==> config.mk <==
export PLATFORM = sky130hd
export DESIGN_NAME = audio_zero_watch
export DESIGN_NICKNAME = d
export VERILOG_FILES = /design/src/rtl/azw_pkg.sv /design/src/rtl/azw_in_sync.sv /design/src/rtl/azw_deser.sv /design/src/rtl/azw_run_count.sv /design/src/rtl/audio_zero_watch.sv
export SDC_FILE = /design/constraint.sdc
export NUM_CORES = 1
export LEC_CHECK = 0
export BUFFER_PORTS_ARGS = -buffer_cell sky130_fd_sc_hd__buf_4
export CORE_UTILIZATION = 64
export CTS_CLUSTER_SIZE = 20
export DETAILED_ROUTE_END_ITERATION = 8
export GPL_TIMING_DRIVEN = 1
export PLACE_DENSITY = 0.83
export SKIP_LAST_GASP = 1
export SLEW_MARGIN = 20
export SYNTH_ARGS = -nofsm -noshare
export SYNTH_HDL_FRONTEND = slang
export SYNTH_SLANG_ARGS = --single-unit
==> constraint.sdc <==
create_clock -name clk -period 4.1 [get_ports clk]
set_input_delay 0.82 -clock clk [delete_from_list [all_inputs] [get_ports clk]]
set_output_delay 0.82 -clock clk [all_outputs]
set_load 0.02 [all_outputs]
==> src/rtl/azw_pkg.sv <==
package azw_pkg;

  localparam int NUM_CH = 2;

  typedef enum logic {
    CH_LEFT  = 1'b0,
    CH_RIGHT = 1'b1
  } chan_e;

  // One completed channel word as seen by the run counters
  typedef struct packed {
    logic  valid;
    chan_e chan;
    logic  nz;
  } word_evt_t;

  // Bit positions inside the synchronized input vector
  localparam int IN_BCLK  = 0;
  localparam int IN_WCLK  = 1;
  localparam int IN_WCLKE = 2;
  localparam int IN_DATA  = 3;
  localparam int IN_MODE  = 4;
  localparam int IN_W     = 5;

endpackage

==> src/rtl/azw_in_sync.sv <==
module azw_in_sync #(
  parameter int WIDTH  = 5,
  parameter int STAGES = 2
) (
  input  logic             clk,
  input  logic             rst,
  input  logic [WIDTH-1:0] din,
  output logic [WIDTH-1:0] dout
);

  logic [WIDTH-1:0] stg [STAGES];

  always_ff @(posedge clk) begin
    if (rst) begin
      for (int i = 0; i < STAGES; i++) stg[i] <= '0;
    end else begin
      stg[0] <= din;
      for (int i = 1; i < STAGES; i++) stg[i] <= stg[i-1];
    end
  end

  assign dout = stg[STAGES-1];

endmodule

==> src/rtl/azw_deser.sv <==
module azw_deser
  import azw_pkg::*;
(
  input  logic      clk,
  input  logic      rst,
  input  logic      bclk_s,
  input  logic      wclk_s,
  input  logic      wclke_s,
  input  logic      data_s,
  input  logic      mode_s,
  output word_evt_t evt
);

  logic bclk_q, wclk_q, wclke_q;
  logic acc;

  logic bit_rise;
  logic std_rise, std_fall, ext_rise, ext_fall;
  logic word_rise, word_fall;

  assign bit_rise = bclk_s & ~bclk_q;
  assign std_rise = wclk_s & ~wclk_q;
  assign std_fall = ~wclk_s & wclk_q;
  assign ext_rise = wclke_s & ~wclke_q;
  assign ext_fall = ~wclke_s & wclke_q;

  // Edges are found per clock and then selected, so a mode change
  // between clocks of different level creates no false word end.
  assign word_rise = mode_s ? ext_rise : std_rise;
  assign word_fall = mode_s ? ext_fall : std_fall;

  always_ff @(posedge clk) begin
    if (rst) begin
      bclk_q  <= 1'b0;
      wclk_q  <= 1'b0;
      wclke_q <= 1'b0;
    end else begin
      bclk_q  <= bclk_s;
      wclk_q  <= wclk_s;
      wclke_q <= wclke_s;
    end
  end

  // Sticky OR of all bits taken during the current channel half
  always_ff @(posedge clk) begin
    if (rst) begin
      acc <= 1'b0;
    end else if (word_rise || word_fall) begin
      acc <= bit_rise & data_s;
    end else if (bit_rise) begin
      acc <= acc | data_s;
    end
  end

  always_ff @(posedge clk) begin
    if (rst) begin
      evt <= '0;
    end else begin
      evt.valid <= word_rise | word_fall;
      evt.chan  <= word_rise ? CH_LEFT : CH_RIGHT;
      evt.nz    <= acc;
    end
  end

endmodule

==> src/rtl/azw_run_count.sv <==
module azw_run_count #(
  parameter int RUN_LEN = 1024
) (
  input  logic clk,
  input  logic rst,
  input  logic hit,
  input  logic nz,
  output logic flag
);

  localparam int CW = $clog2(RUN_LEN + 1);
  localparam logic [CW-1:0] LIMIT    = CW'(RUN_LEN);
  localparam logic [CW-1:0] LIMIT_M1 = CW'(RUN_LEN - 1);

  logic [CW-1:0] cnt;

  always_ff @(posedge clk) begin
    if (rst) begin
      cnt  <= '0;
      flag <= 1'b0;
    end else if (hit) begin
      if (nz) begin
        cnt  <= '0;
        flag <= 1'b0;
      end else if (cnt != LIMIT) begin
        cnt  <= cnt + 1'b1;
        flag <= (cnt == LIMIT_M1);
      end
    end
  end

endmodule

==> src/rtl/audio_zero_watch.sv <==
module audio_zero_watch
  import azw_pkg::*;
#(
  parameter int RUN_LEN     = 1024,
  parameter int SYNC_STAGES = 2
) (
  input  logic clk,
  input  logic rst,
  input  logic bclk,
  input  logic wclk,
  input  logic wclk_ext,
  input  logic sdata,
  input  logic ext_mode,
  output logic zero_l,
  output logic zero_r,
  output logic stat_zero_l,
  output logic stat_zero_r
);

  logic [IN_W-1:0] raw_in, syn_in;
  word_evt_t       evt;
  logic [NUM_CH-1:0] zflag;

  assign raw_in[IN_BCLK]  = bclk;
  assign raw_in[IN_WCLK]  = wclk;
  assign raw_in[IN_WCLKE] = wclk_ext;
  assign raw_in[IN_DATA]  = sdata;
  assign raw_in[IN_MODE]  = ext_mode;

  azw_in_sync #(.WIDTH(IN_W), .STAGES(SYNC_STAGES)) u_sync (
    .clk  (clk),
    .rst  (rst),
    .din  (raw_in),
    .dout (syn_in)
  );

  azw_deser u_deser (
    .clk     (clk),
    .rst     (rst),
    .bclk_s  (syn_in[IN_BCLK]),
    .wclk_s  (syn_in[IN_WCLK]),
    .wclke_s (syn_in[IN_WCLKE]),
    .data_s  (syn_in[IN_DATA]),
    .mode_s  (syn_in[IN_MODE]),
    .evt     (evt)
  );

  for (genvar ch = 0; ch < NUM_CH; ch++) begin : g_chan
    logic hit;
    assign hit = evt.valid && (evt.chan == chan_e'(ch));
    azw_run_count #(.RUN_LEN(RUN_LEN)) u_cnt (
      .clk  (clk),
      .rst  (rst),
      .hit  (hit),
      .nz   (evt.nz),
      .flag (zflag[ch])
    );
  end

  // One register per channel feeds both the pin and the status bit
  assign zero_l      = zflag[CH_LEFT];
  assign zero_r      = zflag[CH_RIGHT];
  assign stat_zero_l = zflag[CH_LEFT];
  assign stat_zero_r = zflag[CH_RIGHT];

endmodule

==> reports/qor.txt <==
crit path max fanout - 24
Die Span Y - 57.3 µm
drt via density - 6.44
global-route wire length before repair - 6.57 mm
clock tree buffer depth - 2
Initial DRT Pass Iterations - 4
Slew Viols, Final - 0
Antenna Cells - 0
startpoint types - flop
Post-CTS Hold Buffers - 0
Starting Density - 69.3%
Setup-failing EPs final - 0
Fmax - 430 MHz
setup ws final - 1.77 ns
static leakage power - 0.000715 µW
CTS tree - yes
Layout area overhead - 4.28%
Worst EP required - 4.38 ns
area occupied by registers - 821 µm²
Final Cell Area - 2040 µm²
Hold Crit Depth - 1
vias in the first global route - 1447
antenna violations before repair - 0
CTS sink count - 41
clock latency on the worst-skew pair - 0.37 ns
final hold violation count - 0
Yosys top cell by area - dfxtp_1
top_reg_cell synth - dfxtp_1
GRT Resource Usage Total - 26.1%
die area - 3290 µm²
ANT nets after route - 0
hpwl dp - 2.57 mm
minimum clock period - 2.33 ns
top cell type's share of synthesized area - 41.9%
Rel. slew slack - 43.2%
share of the yosys chip area belonging to registers - 41.9%
syn nets - 218
DRC - 0
RSZ-0062 raised after global routing - false
YS warnings - 0
pre-CTS setup slack - 1.88 ns
Distinct cells, synth - 47
Final nets - 222
Post-synth EDFFs - 0
total number of vias - 1565
Final GP Congestion - 0.896
Post-CTS Setup Inserts - 0
CTS root buf - clkbuf_4
total clock buffers created by CTS - 5
clock skew - 0.00949 ns
fraction of registers with async set/reset - 0%
clock slew at reported path FFs - 0.14 ns
max-cap violations - 0
synth top area cells - dfxtp_1 42%, nor2b_1 5.1%, a21oi_1 4.3%, o21ai_0 3.1%, a32o_1 2.6%
GRT Residual Overflow - 0
r2r worst-path depth - 4
period utilisation layout - 56.7%
Hold WC Path Type - reg2reg
setup TNS - 0 ns
Post-DP Area - 1980 µm²
htree depth - 2
Port Buffer Count - 10
area of the multi-input gates - 1020 µm²
status - complete, no violations
CP Class - reg2reg
PostCTS Resize Cnt - 0
power density over cell area - 326 nW/µm²
Fillers - 208
Crit. End Element - flop
share of layout cells above drive strength 1 - 14.2%
Top Ports - 11
die width - 57.3 µm
drt total wl - 3.82 mm
Rows - 19
Wirelength per Cell - 15.7 µm
Yosys reg bits - 41
Syn Area/Cell - 9.47 µm²
Arr. time, crit path - 2.60 ns
Core Area - 2830 µm²
largest net degree at the start of global routing - 38
Mapped Cells - 207
worst slew pin tran - 0.849 ns
initial DRC count - 129
Cell Area, Synth - 1960 µm²
maximum VDD drop - 0.000314 V
## worst paths after layout
check	from	to	slack [ns]
max reg2reg	u_deser.evt[0]$_SDFF_PP0_	g_chan[1].u_cnt.cnt[8]$_SDFFE_PP0P_	1.77
min	u_sync.stg[0][0]$_SDFF_PP0_	u_sync.stg[0][5]$_SDFF_PP0_	0.46
max	u_deser.evt[0]$_SDFF_PP0_	g_chan[1].u_cnt.cnt[8]$_SDFFE_PP0P_	1.77
min reg2reg	u_sync.stg[0][0]$_SDFF_PP0_	u_sync.stg[0][5]$_SDFF_PP0_	0.46
## final cells by class
class / count / share of cell area [%]
clock inverters: 3 / 1.22
clock buffers: 5 / 1.84
inverters: 8 / 1.47
flip-flops and latches: 41 / 40.2
repair buffers: 10 / 3.67
well taps: 31 / 1.90
multi-input cells: 145 / 49.7
## cells by family (layout without fill, tap and decap cells)
| logic type | count (synthesis) | after routing | synth area share, % |
|---|---|---|---|
| muxes | 1 | 1 | 0.575 |
| buffers and inverters | 21 | 26 | 6.26 |
| AOI/OAI and AO/OA | 58 | 58 | 21.5 |
| adders and majority gates | 4 | 4 | 2.55 |
| and+or+nand+nor | 80 | 80 | 26.4 |
| xor gates and xnor gates | 2 | 2 | 0.894 |
| DFF | 41 | 41 | 41.9 |
## cells in the final DEF (no fill, tap or decap), drive strengths merged, types with 2 or more instances in the layout
cell     n
a311oi   3
and2     3
nor3b    4
o21ai   12
nand3b   2
nand2    9
inv     10
a21oi   17
nor3     8
buf     10
nor4b    4
dfxtp   41
nand4b   2
clkbuf   5
o211ai   2
a41oi    5
o211a    2
nor2b   16
a32o     5
a31oi    5
nor2     8
and3     4
ha       4
nand4    4
and4     4
nand2b   3
o31ai    3
nand3    6
a22o     2
## synth_stat cells, types with 2 or more instances
cell type and number:
inv_1 8, nand4b_1 2, nand3b_1 2, a31oi_1 4, nand4_1 4, clkbuf_1 5
nor3b_1 4, and4_1 2, a311oi_1 2, dfxtp_1 41, o211ai_1 2, a22o_1 2
nand2_1 8, nor3_1 8, and4_2 2, a41oi_1 5, and2_1 3, o21ai_0 12
nor2b_1 16, nand3_1 6, buf_6 2, a32o_1 5, ha_1 4, nor4b_2 3
o211a_1 2, nor2_1 7, a21oi_1 17, clkbuf_8 2, nand2b_1 3, and3_1 4
buf_4 2, o31ai_1 3
## critical path: stages (launching register included)
cell	delay (ns)
dfxtp_1	0.88
nor3_1	0.11
a31oi_1	0.69
o21ai_0	0.23
a32o_1	0.31
## flip-flops by register name, summed over array words and instances (netlist names)
| name | count |
|---|---|
| g_chan.u_cnt.cnt | 22 |
| g_chan.u_cnt.flag | 2 |
| u_deser.acc | 1 |
| u_deser.bclk_q | 1 |
| u_deser.evt | 3 |
| u_deser.wclk_q | 1 |
| u_deser.wclke_q | 1 |
| u_sync.stg | 10 |
## per-stage QoR
stage | instances | hold slack (ns) | total power [µW] | util [%]
floorplan | 207 | 0.414 | 447 | -
CTS | 243 | 0.462 | 671 | 72.2
detailed placement | 235 | 0.435 | 455 | 70.0
finish | 243 | 0.459 | 666 | 72.2
global placement | 235 | 0.420 | 453 | 70.0
global route | 243 | 0.469 | 694 | 72.2
## where the power goes
group	switching, µW	total (µW)	leakage [µW]	internal [µW]
clock network	149	220	0.0000322	71.1
registers	7.08	414	0.000333	407
logic	17.7	31.8	0.000349	14.2
total	174	666	0.000715	492
## layer usage
layer / global-route usage (%) / part of all wire, %
met1: 31.9 / 44
met2: 43.5 / 50
met3: 4.99 / 4.0
met4: 14.3 / 1.8
met5: 0 / 0
Note: power is estimated with default switching activity, not from simulation.
